**src/rtl/bru_pkg.sv**
```systemverilog
package bru_pkg;
  localparam logic [2:0] CLS_WIDE   = 3'b101;
  localparam logic [2:0] CLS_NARROW = 3'b110;

  localparam logic [3:0] OP_ALWAYS = 4'h0;
  localparam logic [3:0] OP_EQ     = 4'h1;
  localparam logic [3:0] OP_UGT    = 4'h2;
  localparam logic [3:0] OP_UGE    = 4'h3;
  localparam logic [3:0] OP_BITS   = 4'h4;
  localparam logic [3:0] OP_NE     = 4'h5;
  localparam logic [3:0] OP_SGT    = 4'h6;
  localparam logic [3:0] OP_SGE    = 4'h7;
  localparam logic [3:0] OP_CALL   = 4'h8;
  localparam logic [3:0] OP_EXIT   = 4'h9;
  localparam logic [3:0] OP_ULT    = 4'hA;
  localparam logic [3:0] OP_ULE    = 4'hB;
  localparam logic [3:0] OP_SLT    = 4'hC;
  localparam logic [3:0] OP_SLE    = 4'hD;

  typedef struct packed {
    logic taken;
    logic call;
    logic fin;
    logic bad;
  } bru_flags_t;
endpackage

```
**src/rtl/bru_operands.sv**
```systemverilog
module bru_operands #(
  parameter int XLEN = 64,
  parameter int IMMW = 32,
  parameter int NARW = 32
) (
  input  logic            narrow,
  input  logic            src_sel,
  input  logic [XLEN-1:0] dst,
  input  logic [XLEN-1:0] src,
  input  logic [IMMW-1:0] imm,
  output logic [XLEN-1:0] ua,
  output logic [XLEN-1:0] ub,
  output logic [XLEN-1:0] sa,
  output logic [XLEN-1:0] sb
);
  localparam int IMM_PAD = XLEN - IMMW;
  localparam int NAR_PAD = XLEN - NARW;

  logic [XLEN-1:0] rhs;

  always_comb begin
    rhs = src_sel ? src : {{IMM_PAD{imm[IMMW-1]}}, imm};
    if (narrow) begin
      ua = {{NAR_PAD{1'b0}}, dst[NARW-1:0]};
      ub = {{NAR_PAD{1'b0}}, rhs[NARW-1:0]};
      sa = {{NAR_PAD{dst[NARW-1]}}, dst[NARW-1:0]};
      sb = {{NAR_PAD{rhs[NARW-1]}}, rhs[NARW-1:0]};
    end else begin
      ua = dst;
      ub = rhs;
      sa = dst;
      sb = rhs;
    end
  end
endmodule

```
**src/rtl/bru_decide.sv**
```systemverilog
module bru_decide #(
  parameter int XLEN = 64
) (
  input  logic [2:0]      cls,
  input  logic [3:0]      opcode,
  input  logic [XLEN-1:0] ua,
  input  logic [XLEN-1:0] ub,
  input  logic [XLEN-1:0] sa,
  input  logic [XLEN-1:0] sb,
  output bru_pkg::bru_flags_t flags
);
  import bru_pkg::*;

  logic eq, ult, slt, anyb, wide, narrow;

  always_comb begin
    eq     = (ua == ub);
    ult    = (ua < ub);
    slt    = ($signed(sa) < $signed(sb));
    anyb   = |(ua & ub);
    wide   = (cls == CLS_WIDE);
    narrow = (cls == CLS_NARROW);
    flags  = '0;
    if (!wide && !narrow) begin
      flags.bad = 1'b1;
    end else begin
      unique case (opcode)
        OP_ALWAYS: flags.taken = 1'b1;
        OP_EQ:     flags.taken = eq;
        OP_UGT:    flags.taken = !ult && !eq;
        OP_UGE:    flags.taken = !ult;
        OP_BITS:   flags.taken = anyb;
        OP_NE:     flags.taken = !eq;
        OP_SGT:    flags.taken = !slt && !eq;
        OP_SGE:    flags.taken = !slt;
        OP_ULT:    flags.taken = ult;
        OP_ULE:    flags.taken = ult || eq;
        OP_SLT:    flags.taken = slt;
        OP_SLE:    flags.taken = slt || eq;
        OP_CALL: begin
          flags.call = wide;
          flags.bad  = narrow;
        end
        OP_EXIT: begin
          flags.fin = wide;
          flags.bad = narrow;
        end
        default:   flags.bad = 1'b1;
      endcase
    end
  end
endmodule

```
**src/rtl/bru_pc_next.sv**
```systemverilog
module bru_pc_next #(
  parameter int PCW  = 32,
  parameter int OFFW = 16
) (
  input  logic [PCW-1:0]  pc,
  input  logic [OFFW-1:0] off,
  input  logic            taken,
  input  logic            hold,
  output logic [PCW-1:0]  next_pc
);
  localparam int PAD = PCW - OFFW;

  logic [PCW-1:0] seq_pc, disp;

  always_comb begin
    seq_pc = pc + PCW'(1);
    disp   = {{PAD{off[OFFW-1]}}, off};
    if (hold)       next_pc = pc;
    else if (taken) next_pc = seq_pc + disp;
    else            next_pc = seq_pc;
  end
endmodule

```
**src/rtl/bru_unit.sv**
```systemverilog
module bru_unit #(
  parameter int XLEN = 64,
  parameter int PCW  = 32,
  parameter int IMMW = 32,
  parameter int OFFW = 16
) (
  input  logic            clk,
  input  logic            rst_n,
  input  logic            in_valid,
  output logic            in_ready,
  input  logic [2:0]      in_class,
  input  logic [3:0]      in_opcode,
  input  logic            in_src_sel,
  input  logic [XLEN-1:0] in_dst,
  input  logic [XLEN-1:0] in_src,
  input  logic [IMMW-1:0] in_imm,
  input  logic [OFFW-1:0] in_off,
  input  logic [PCW-1:0]  in_pc,
  output logic            out_valid,
  input  logic            out_ready,
  output logic [PCW-1:0]  out_next_pc,
  output logic            out_taken,
  output logic            out_call,
  output logic [IMMW-1:0] out_call_off,
  output logic            out_exit,
  output logic            out_illegal
);
  import bru_pkg::*;

  logic [XLEN-1:0] ua, ub, sa, sb;
  bru_flags_t      flags_d, flags_q;
  logic [PCW-1:0]  next_d;
  logic            accept;

  assign in_ready = !out_valid || out_ready;
  assign accept   = in_valid && in_ready;

  bru_operands #(.XLEN(XLEN), .IMMW(IMMW), .NARW(32)) u_ops (
    .narrow (in_class == CLS_NARROW),
    .src_sel(in_src_sel),
    .dst    (in_dst),
    .src    (in_src),
    .imm    (in_imm),
    .ua     (ua),
    .ub     (ub),
    .sa     (sa),
    .sb     (sb)
  );

  bru_decide #(.XLEN(XLEN)) u_dec (
    .cls   (in_class),
    .opcode(in_opcode),
    .ua    (ua),
    .ub    (ub),
    .sa    (sa),
    .sb    (sb),
    .flags (flags_d)
  );

  bru_pc_next #(.PCW(PCW), .OFFW(OFFW)) u_pc (
    .pc     (in_pc),
    .off    (in_off),
    .taken  (flags_d.taken),
    .hold   (flags_d.fin || flags_d.bad),
    .next_pc(next_d)
  );

  always_ff @(posedge clk or negedge rst_n) begin
    if (!rst_n) begin
      out_valid    <= 1'b0;
      flags_q      <= '0;
      out_next_pc  <= '0;
      out_call_off <= '0;
    end else begin
      if (in_ready) out_valid <= in_valid;
      if (accept) begin
        flags_q      <= flags_d;
        out_next_pc  <= next_d;
        out_call_off <= in_imm;
      end
    end
  end

  assign out_taken   = flags_q.taken;
  assign out_call    = flags_q.call;
  assign out_exit    = flags_q.fin;
  assign out_illegal = flags_q.bad;
endmodule


```
**config.mk**
```make
export PLATFORM = sky130hd
export DESIGN_NAME = bru_unit
export DESIGN_NICKNAME = d
export VERILOG_FILES = /design/src/rtl/bru_pkg.sv /design/src/rtl/bru_operands.sv /design/src/rtl/bru_decide.sv /design/src/rtl/bru_pc_next.sv /design/src/rtl/bru_unit.sv
export SDC_FILE = /design/constraint.sdc
export NUM_CORES = 1
export LEC_CHECK = 0
export BUFFER_PORTS_ARGS = -buffer_cell sky130_fd_sc_hd__clkbuf_2
export CAP_MARGIN = 20
export CELL_PAD_IN_SITES_DETAIL_PLACEMENT = 1
export CELL_PAD_IN_SITES_GLOBAL_PLACEMENT = 2
export CORE_AREA = 2 2 180 182
export CTS_BUF_LIST = sky130_fd_sc_hd__clkbuf_4
export DETAILED_ROUTE_END_ITERATION = 8
export DIE_AREA = 0 0 182 184
export MAX_ROUTING_LAYER = met4
export PLACE_DENSITY = 0.85
export RECOVER_POWER = 50
export SYNTH_ARGS = -nofsm -noshare
export SYNTH_HDL_FRONTEND = slang
export SYNTH_SLANG_ARGS = --single-unit
```
**constraint.sdc**
```tcl
create_clock -name clk -period 2.4 [get_ports clk]
set_input_delay 0.48 -clock clk [delete_from_list [all_inputs] [get_ports clk]]
set_output_delay 0.48 -clock clk [all_outputs]
set_load 0.1 [all_outputs]
```
Yosys cells after proc, flatten, opt, wreduce, memory -nomap -nowiden

Cells that the tools add are included.

RAM bits: 0
Bits in latches: 0
Input port bits: 220
Register bits: 69
Memory bits (read-only): 0
Memories: 0
Logic and storage cells: 59
Output and inout port bits: 70

Shift-type cells: 0
Equality and inequality tests: 16
Divide/modulo/power cells: 0
Bitwise logic cells: 1
Multiply operators: 0
Mux-type cells: 13
$lt $le $gt $ge: 2
Reductions and logical operators: 18
$add $sub $neg: 2

Operators by type and width:

| kind                    | count |
|---|---|
| $mux W64                | 5 |
| $lt A64 B64 Y1          | 2 |
| $and A64 B64 Y64        | 1 |
| $eq A64 B64 Y1          | 1 |
| $mux W32                | 2 |
| $reduce_or A64 Y1       | 1 |
| $add A32 B1 Y32 const B | 1 |
| $add A32 B32 Y32        | 1 |
| $eq A4 B4 Y1 const B    | 6 |
| $eq A4 B3 Y1 const B    | 4 |
| $pmux W1 S12            | 1 |
| $reduce_or A12 Y1       | 1 |
| $eq A4 B2 Y1 const B    | 2 |
| $eq A3 B3 Y1 const B    | 2 |
| $logic_not A1 Y1        | 6 |
| $eq A4 B1 Y1 const B    | 1 |
| $logic_and A1 B1 Y1     | 4 |
| $logic_not A4 Y1        | 1 |
| $logic_or A1 B1 Y1      | 4 |
| $mux W1                 | 3 |
| $mux W3                 | 1 |
| $pmux W1 S2             | 1 |
| $reduce_or A2 Y1        | 1 |

Depth between registers and ports, before layout

Gate-level depths: netlist of the first run.

Depth after elaboration: 9
Depth in mapped cells: 20
Mapped depth without buffers: 20

Cells and area by module

Synthesis of the first run repeated with hierarchy kept, for this count alone.

Cell total of the unflattened synthesis: 1593
Area total of the unflattened synthesis: 12715.9 um^2

Modules (own cells, without submodules):

| module       | area an instance (um^2) | times used | cells each | sequential area each (um^2) |
|---|---|---|---|---|
| bru_decide   | 4416.7                  | 1          | 579        | 0.0 |
| bru_pc_next  | 3310.7                  | 1          | 508        | 0.0 |
| bru_unit     | 2666.3                  | 1          | 150        | 1726.7 |
| bru_operands | 2322.2                  | 1          | 356        | 0.0 |

Worst setup path before layout of the first run

No wires, ideal clock.

Path type: in2reg
Start point: input port in_pc[0]
End point: register out_next_pc[31]
Arrival: 4.577 ns
Data required time: 2.265 ns
Setup time: 0.135 ns
Stages on the path: 20
Slack: -2.312 ns
Buffers on the path: 0
Path through: ha_1 -> nand3_1 -> nor2_1 -> nand2_1 -> nor2_1 -> nand3_1 -> nor2_1 -> xor2_1 -> ha_1 -> o21a_1 -> or2_2 -> a32o_1 -> a21o_1 -> a211o_1 -> o41ai_1 -> o21ai_0 -> xnor2_1 -> or2_1 -> a2111oi_2 -> nand3_1

Cells in the longest elaborated chain, start to end: 4

RTL lines:

| what                 | line              | source |
|---|---|---|
| from (decl)          | bru_unit.sv:18    | `input logic [PCW-1:0] in_pc,` |
| $add A32 B1 Y32 (*)  | bru_pc_next.sv:16 | `seq_pc = pc + PCW'(1);` |
| $add A32 B32 Y32     | bru_pc_next.sv:19 | `else if (taken) next_pc = seq_pc + disp;` |
| $mux W32 (*)         | bru_pc_next.sv:19 |  |
| $mux W32 (*)         | bru_pc_next.sv:18 | `if (hold) next_pc = pc;` |
| to (signal assigned) | bru_unit.sv:78    | `out_next_pc <= next_d;` |
| to (decl)            | bru_unit.sv:21    | `output logic [PCW-1:0] out_next_pc,` |

Every way passes the cells marked *; elsewhere a longest branch is shown, timed or not.
A chain may end at the register's enable or synchronous reset.

Worst setup path after layout of the first run

Start point: input port in_class[1]
End point: register out_next_pc[20]

Cells in the longest elaborated chain, start to end: 9
Elaborated cells between the ends (all ways): 29
Classes of those cells: order compare: 2; eq/ne: 3; mux: 11; bitwise: 1; reduce/logical: 12

RTL lines:

| what                                   | line                               | source |
|---|---|---|
| from (decl)                            | bru_unit.sv:11                     | `input logic [2:0] in_class,` |
| $eq A3 B3 Y1                           | bru_decide.sv:22, bru_unit.sv:39   |  |
| $mux W64                               | bru_operands.sv:23                 | `if (narrow) begin` |
| $lt A64 B64 Y1 (tied with other cells) | bru_decide.sv:19                   | `slt = ($signed(sa) < $signed(sb));` |
| $logic_not A1 Y1 (on tied branches)    | n/a                                |  |
| $logic_and A1 B1 Y1 (on tied branches) | bru_decide.sv:34, bru_decide.sv:30 |  |
| $pmux W1 S12                           | bru_decide.sv:27                   | `unique case (opcode)` |
| $mux W3                                | bru_decide.sv:24                   | `if (!wide && !narrow) begin` |
| $mux W32                               | bru_pc_next.sv:19                  |  |
| $mux W32 (*)                           | bru_pc_next.sv:18                  |  |

Marked as above.

==> impl_metrics.json, run 1 <==
{
  "outcome": "finished, violations left",
  "violations": "negative setup slack",
  "setup_slack_ns": -1.89,
  "synth_async_sr_flop_share": 1.00,
  "mostFrequentLayoutCell": "buf_4",
  "p_per_area_mw_per_mm2": 434,
  "holdPathEnd": "out_call_off[18]",
  "dp.cells": 2368,
  "ir_worst_vdd_mv": 0.370,
  "ys_types": 67,
  "yosysWarnings": 0,
  "clock.fmax_ghz": 0.233,
  "grt_pass1_vias": 13535,
  "path_clk_slew_ns": 0.16,
  "post-route-min-period_ns": 4.29,
  "pre_cts_ws_ns": -2.57,
  "r2r-end": "out_next_pc[31]",
  "synth_nets": 1762,
  "instances_no_fill": 2419,
  "r2r_slack_ns": 0.49,
  "start_kind": "input port",
  "portBuffers": 289,
  "synth_edf_count": 0,
  "clock_latency_ns": 0.48,
  "final_cell_mix": "buf_4 (377), clkbuf_2 (283), nand2_1 (236)",
  "synth_area_sq_mm": 0.00996,
  "design.die.area_sq_mm": 0.0335,
  "p_sw_frac": 0.523,
  "place_area_sq_mm": 0.0150,
  "critical_path.max_stage_delay_ns": 0.59,
  "cts_made_buffers": 9,
  "num_io_pins": 290,
  "cp_common_cell": "buf_6",
  "power_uw": 7000,
  "drtAntennaViolNets": 0,
  "place.gp.congestion": 0.882,
  "clock_power_share": 0.124,
  "ys_seq_area_frac": 0.173,
  "finalInstanceArea_sq_mm": 0.0161,
  "p_seq_frac": 0.204,
  "die_h_um": 184,
  "slew_headroom": 0.337,
  "finalNetCount": 2422,
  "start_util": 0.317,
  "tightest_slew_ns": 0.995,
  "final-hold-violation-count": 0,
  "critPathKind": "input port to flip-flop",
  "arrival_ns": 4.66,
  "synth_seq_cells": 69,
  "nFillCells": 3937,
  "htree_levels": 3,
  "skew_ns": 0.0243,
  "cts_tree": "yes",
  "clockRootBuffer": "clkbuf_4",
  "cp-end-kind": "flip-flop",
  "r2r_cells": 6,
  "syn_inst": 1349,
  "holdPathStages": 3,
  "required_ns": 2.77,
  "power.switching_uw": 3660,
  "path_max_fanout": 7,
  "grt_max_degree": 37,
  "detail_route.wl_per_cell_um": 19.5,
  "cts_num_sinks": 69,
  "cts_buffer_depth": 2,
  "route.detailed.drc": 0,
  "overflow": 0,
  "grt_first_pass_wirelength_mm": 69.7,
  "p_leak_uw": 0.00897,
  "regToRegStartpoint": "out_valid",
  "drive_gt1_frac": 0.422,
  "comb_power_share": 0.672,
  "crit_path_top_delay_cell": "or4_4",
  "ys.flop_type": "dfrtp_1",
  "rows": 65,
  "die_w_um": 182,
  "path_cells": "buf_6, nand3b_1, buf_6, o21ai_4, buf_12, a21oi_4, inv_2, ha_4, nand4_1, or4_4, or4_4, nor3_4, nor4bb_4, o21ai_1, o2111ai_2, a21oi_4, buf_12, buf_12, buf_6, buf_6, o21ai_2, a31oi_1, o21ai_1",
  "grt_usage": 0.272,
  "syn_area_per_cell_sq_um": 7.38,
  "p_int_uw": 3340,
  "viasPerCell": 5.17,
  "drv_cap": 0,
  "vias": 12508,
  "finalSetupViolations": 33,
  "rsz0062_at_grt": "true",
  "antenna_found_initial": 3,
  "drt_iter0_drc": 485,
  "min-delay-start": "in_imm[18]",
  "min_path_type": "input port to flip-flop",
  "area_growth_pct": 61.9,
  "wl_mm": 47.1,
  "hpwlAfterDp_mm": 36.8,
  "first_pass_iters": 5,
  "slew_violations": 0,
  "final.period_utilization": 1.79,
  "core_area_sq_mm": 0.0314
}
worst max-delay path: cells and delay by family:
family	cells	cell delay, ns
buf+inv	8	0.99
simple gates	6	1.66
fa+ha+maj	1	0.26
compound gates	8	1.23
synthesized netlist by cell type, types with 33 or more instances:
| cell | number | area share |
|---|---|---|
| clkbuf_1 | 39 | 0.015 |
| a21oi_1 | 110 | 0.055 |
| ha_1 | 192 | 0.24 |
| o21ai_0 | 37 | 0.019 |
| nor2_1 | 87 | 0.033 |
| nand4_1 | 33 | 0.021 |
| nand3_1 | 34 | 0.017 |
| mux2i_1 | 47 | 0.047 |
| nand2_1 | 241 | 0.091 |
| inv_1 | 150 | 0.057 |
| xnor2_1 | 35 | 0.031 |
| dfrtp_1 | 69 | 0.17 |
final cells by class:
cell class	instances	area [sq um]	share of cell area
Clock buffer	9	67.6	0.00419
Multi-Input combinational cell	1080	8370	0.519
Clock inverter	7	65.1	0.00404
Sequential cell	69	1730	0.107
Inverter	150	563	0.0349
Tap cell	402	503	0.0312
Antenna cell	3	7.51	0.000466
Timing Repair Buffer	699	4820	0.299
state kept, by name (all words and copies together), names as in the netlist:
signal and flops:
out_next_pc 32, out_valid 1, out_illegal 1, out_call 1, out_exit 1, out_taken 1
out_call_off 32
cell families (layout without fill, tap and decap cells):
family          count (synthesis)  in the layout  share of synthesized area
fa+ha+maj                     193            193                      0.243
other cells                     0              3                          0
simple gates                  495            495                      0.225
flops                          69             69                      0.173
compound gates                283            283                      0.177
xor+xnor                       52             52                     0.0457
mux                            57             57                     0.0586
buf+inv                       200            865                     0.0776
through the flow:
stage / TNS [ns] / utilization / hold WS [ns]
CTS: -51.06 / 0.500 / 0.144
detailed placement: -79.08 / 0.477 / 0.462
finish: -56.91 / 0.514 / 0.185
global route: -62.26 / 0.514 / 0.160
global placement: -74.86 / 0.477 / 0.456
floorplan: -57.19 / - / 0.184
routing by layer:
layer | routed length [um] | GRT usage | vias up
li1 | - | - | 5976
met1 | 19500 | 0.304 | 6073
met2 | 23700 | 0.488 | 353
met3 | 1890 | 0.0402 | 106
met4 | 2010 | 0.108 | 0
met5 | 0 | - | -
power by group through the flow:
stage / combinational [uW] / sequential (uW) / clock (uW)
2_1_floorplan: 1470 / 2640 / 0
3_3_place_gp: 4200 / 1440 / 0
3_5_place_dp: 4330 / 1450 / 0
4_1_cts: 4530 / 1430 / 893
5_1_grt: 5030 / 1450 / 931
6_report: 4700 / 1430 / 868
timing repair:
item	4_1_cts	5_1_grt
cloned	2	0
pin swaps	15	44
buffers inserted	16	16
resized for setup	73	66
endpoints found under the hold margin	33	0
hold buffers	1	0
setup endpoints to repair	33	33
how the worst max path moves through the flow:
stage                     slack (ns)               to        start  cells after the start
after floorplan                -1.96  out_next_pc[31]     in_pc[1]                     18
after global placement         -2.37  out_next_pc[25]  in_class[0]                     19
after detailed placement       -2.57  out_next_pc[11]  in_class[0]                     20
after CTS                      -1.66  out_next_pc[23]  in_class[0]                     22
after global routing           -2.04  out_next_pc[20]  in_class[2]                     23
final                          -1.89  out_next_pc[20]  in_class[1]                     23
No activity file was read; power rests on OpenSTA's default activity.
==> run 2, diff against run 1 <==
--- a/config.mk
+++ b/config.mk
@@ -19,3 +19,4 @@
 export SYNTH_ARGS = -nofsm -noshare
 export SYNTH_HDL_FRONTEND = slang
 export SYNTH_SLANG_ARGS = --single-unit
+export TNS_END_PERCENT = 10
==> run 2 against run 1 <==
- the flow still finishes with violations (negative setup slack)
- sequential power is essentially flat
- die area is the same
- first-iteration DRC count fell by 12%
- clock skew is 0.011 ns higher
- combinational power is 6.4% lower
- via count down 4.4%
- power shrank 5.6%
- sequential share of layout area is 0.56 points higher
- largest cell class unchanged
==> impl_metrics.json, run 2 (same netlist as run 1, synthesis figures left out) <==
{
  "slew_violations": 0,
  "grt_pass1_vias": 12613,
  "hpwlAfterDp_mm": 35.8,
  "violations": "negative setup slack",
  "vias": 11961,
  "die_w_um": 182,
  "drt_iter0_drc": 425,
  "drtAntennaViolNets": 0,
  "r2r-end": "out_next_pc[31]",
  "drive_gt1_frac": 0.388,
  "wl_mm": 43.0,
  "clock_power_share": 0.119,
  "use_met1": 0.303,
  "p_int_uw": 3090,
  "final.period_utilization": 1.76,
  "arrival_ns": 4.67,
  "r2r_slack_ns": 0.77,
  "design.die.area_sq_mm": 0.0335,
  "cp_common_cell": "buf_12",
  "nFillCells": 4029,
  "skew_ns": 0.0351,
  "multi_input_area_sq_mm": 0.00804,
  "cts_num_sinks": 69,
  "reg_top3": "out_call_off (32), out_next_pc (32)",
  "p_leak_uw": 0.00862,
  "critPathKind": "input port to flip-flop",
  "finalInstanceArea_sq_mm": 0.0153,
  "cts_buffer_depth": 2,
  "detail_route.wl_per_cell_um": 18.1,
  "cts_made_buffers": 9,
  "first_pass_iters": 5,
  "num_io_pins": 290,
  "cp-end-kind": "flip-flop",
  "critical_path.max_stage_delay_ns": 0.57,
  "viasPerCell": 5.04,
  "final-hold-violation-count": 0,
  "start_util": 0.317,
  "clock.fmax_ghz": 0.237,
  "drv_cap": 0,
  "pre_cts_ws_ns": -2.54,
  "required_ns": 2.84,
  "ir_worst_vdd_mv": 0.503,
  "setup_slack_ns": -1.83,
  "portBuffers": 289,
  "grt_usage": 0.256,
  "place.gp.congestion": 0.913,
  "path_clk_slew_ns": 0.16,
  "grt_first_pass_wirelength_mm": 66.2,
  "seq_area_sq_mm": 0.00173,
  "grt_max_degree": 42,
  "die_h_um": 184,
  "final_cell_mix": "buf_4 (339), clkbuf_2 (286), nand2_1 (239)",
  "finalSetupViolations": 33,
  "crit_start": "in_class[2]",
  "antenna_found_initial": 5,
  "grtUsageMet3": 0.0394,
  "core_area_sq_mm": 0.0314,
  "grtUsageMet2": 0.456,
  "regToRegStartpoint": "out_valid",
  "timing.critical_path.to": "out_next_pc[17]",
  "route.detailed.drc": 0,
  "place_area_sq_mm": 0.0146,
  "outcome": "finished, violations left",
  "min_path_type": "input port to flip-flop",
  "comb_power_share": 0.665,
  "busiest_layer": "met2",
  "area_growth_pct": 53.7,
  "rsz0062_at_grt": "true",
  "start_kind": "input port",
  "rows": 65,
  "power.switching_uw": 3520,
  "tightest_slew_ns": 0.980,
  "finalNetCount": 2373,
  "tns_ns": -55.69,
  "path_cells": "buf_6, nand3b_1, buf_6, o21ai_4, buf_12, a21oi_4, inv_2, ha_4, nand4_1, or4_4, or4_4, nor3_4, nor4bb_2, o21ai_1, o2111ai_2, a21oi_4, buf_12, buf_12, buf_4, mux2i_1, a211oi_1, a21o_1",
  "path_max_fanout": 8,
  "mostFrequentLayoutCell": "buf_4",
  "slew_headroom": 0.347,
  "p_per_area_mw_per_mm2": 432,
  "crit_path_top_delay_cell": "or4_4",
  "p_sw_frac": 0.532,
  "clockRootBuffer": "clkbuf_4",
  "post-route-min-period_ns": 4.23,
  "r2r_cells": 7,
  "clock_latency_ns": 0.53,
  "htree_levels": 3,
  "overflow": 0,
  "p_seq_frac": 0.215,
  "cts_tree": "yes"
}
run 2: cell count changes in the layout (fill, tap and decap cells not counted), moves of 5 or more:
cell / delta
a21oi_1: +5
a21oi_2: -5
buf_12: -7
buf_4: -38
buf_6: -8
ha_1: +6
ha_4: -6
run 2: area by class of cell:
type	instances	share of cell area
multi-input cells	1080	0.525
well taps	402	0.0329
diodes	7	0.00114
clock buffers	10	0.00491
repair buffers	650	0.284
flip-flops and latches	69	0.113
clock inverters	6	0.00253
inverters	150	0.0368
run 2: layer usage:
layer  share of wire  vias up  wire [um]
met5               0        -          0
met1            0.44     5771      19000
li1                -     5883          -
met4           0.021        0        905
met3           0.043       41       1830
met2            0.49      266      21300
run 2: worst min path at each step:
stage / endpoint / cells past startpoint / slack, ns / start
after CTS: out_call_off[0] / 3 / 0.09 / in_imm[0]
after floorplan: out_call / 0 / 0.18 / rst_n
after detailed placement: out_call_off[27] / 2 / 0.46 / out_call_off[27]
final: out_call_off[0] / 3 / 0.14 / in_imm[0]
after global routing: out_call_off[3] / 3 / 0.12 / in_imm[3]
after global placement: out_call_off[24] / 2 / 0.46 / out_call_off[24]
run 2: what timing repair did:
action	in CTS	in global routing
endpoints found under the hold margin	34	0
gates resized for setup	23	53
buffers inserted	3	10
hold buffers	1	0
pin swaps	10	27
endpoints found under the setup margin	33	33
cloned	0	2
run 2: critical path, delay by kind of cell:
| kind | cells | cell delay (ns) |
|---|---|---|
| simple gates | 6 | 1.69 |
| compound gates | 7 | 1.15 |
| buf+inv | 7 | 0.87 |
| fa+ha+maj | 1 | 0.25 |
| mux | 1 | 0.21 |
run 2: per-stage QoR:
stage / hold slack [ns] / cells / total power (uW) / util
floorplan: 0.184 / 1349 / 4100 / -
global placement: 0.456 / 2335 / 5560 / 0.466
detailed placement: 0.462 / 2335 / 5680 / 0.466
CTS: 0.0932 / 2355 / 6530 / 0.475
global route: 0.119 / 2374 / 7050 / 0.487
finish: 0.144 / 2374 / 6610 / 0.487
run 2: power groups by stage:
| stage | Sequential (uW) | Combinational (uW) | Clock [uW] |
|---|---|---|---|
| 6_report | 1420 | 4400 | 789 |
| 5_1_grt | 1440 | 4730 | 870 |
| 4_1_cts | 1420 | 4290 | 817 |
| 3_5_place_dp | 1450 | 4230 | 0 |
| 2_1_floorplan | 2640 | 1460 | 0 |
| 3_3_place_gp | 1440 | 4110 | 0 |
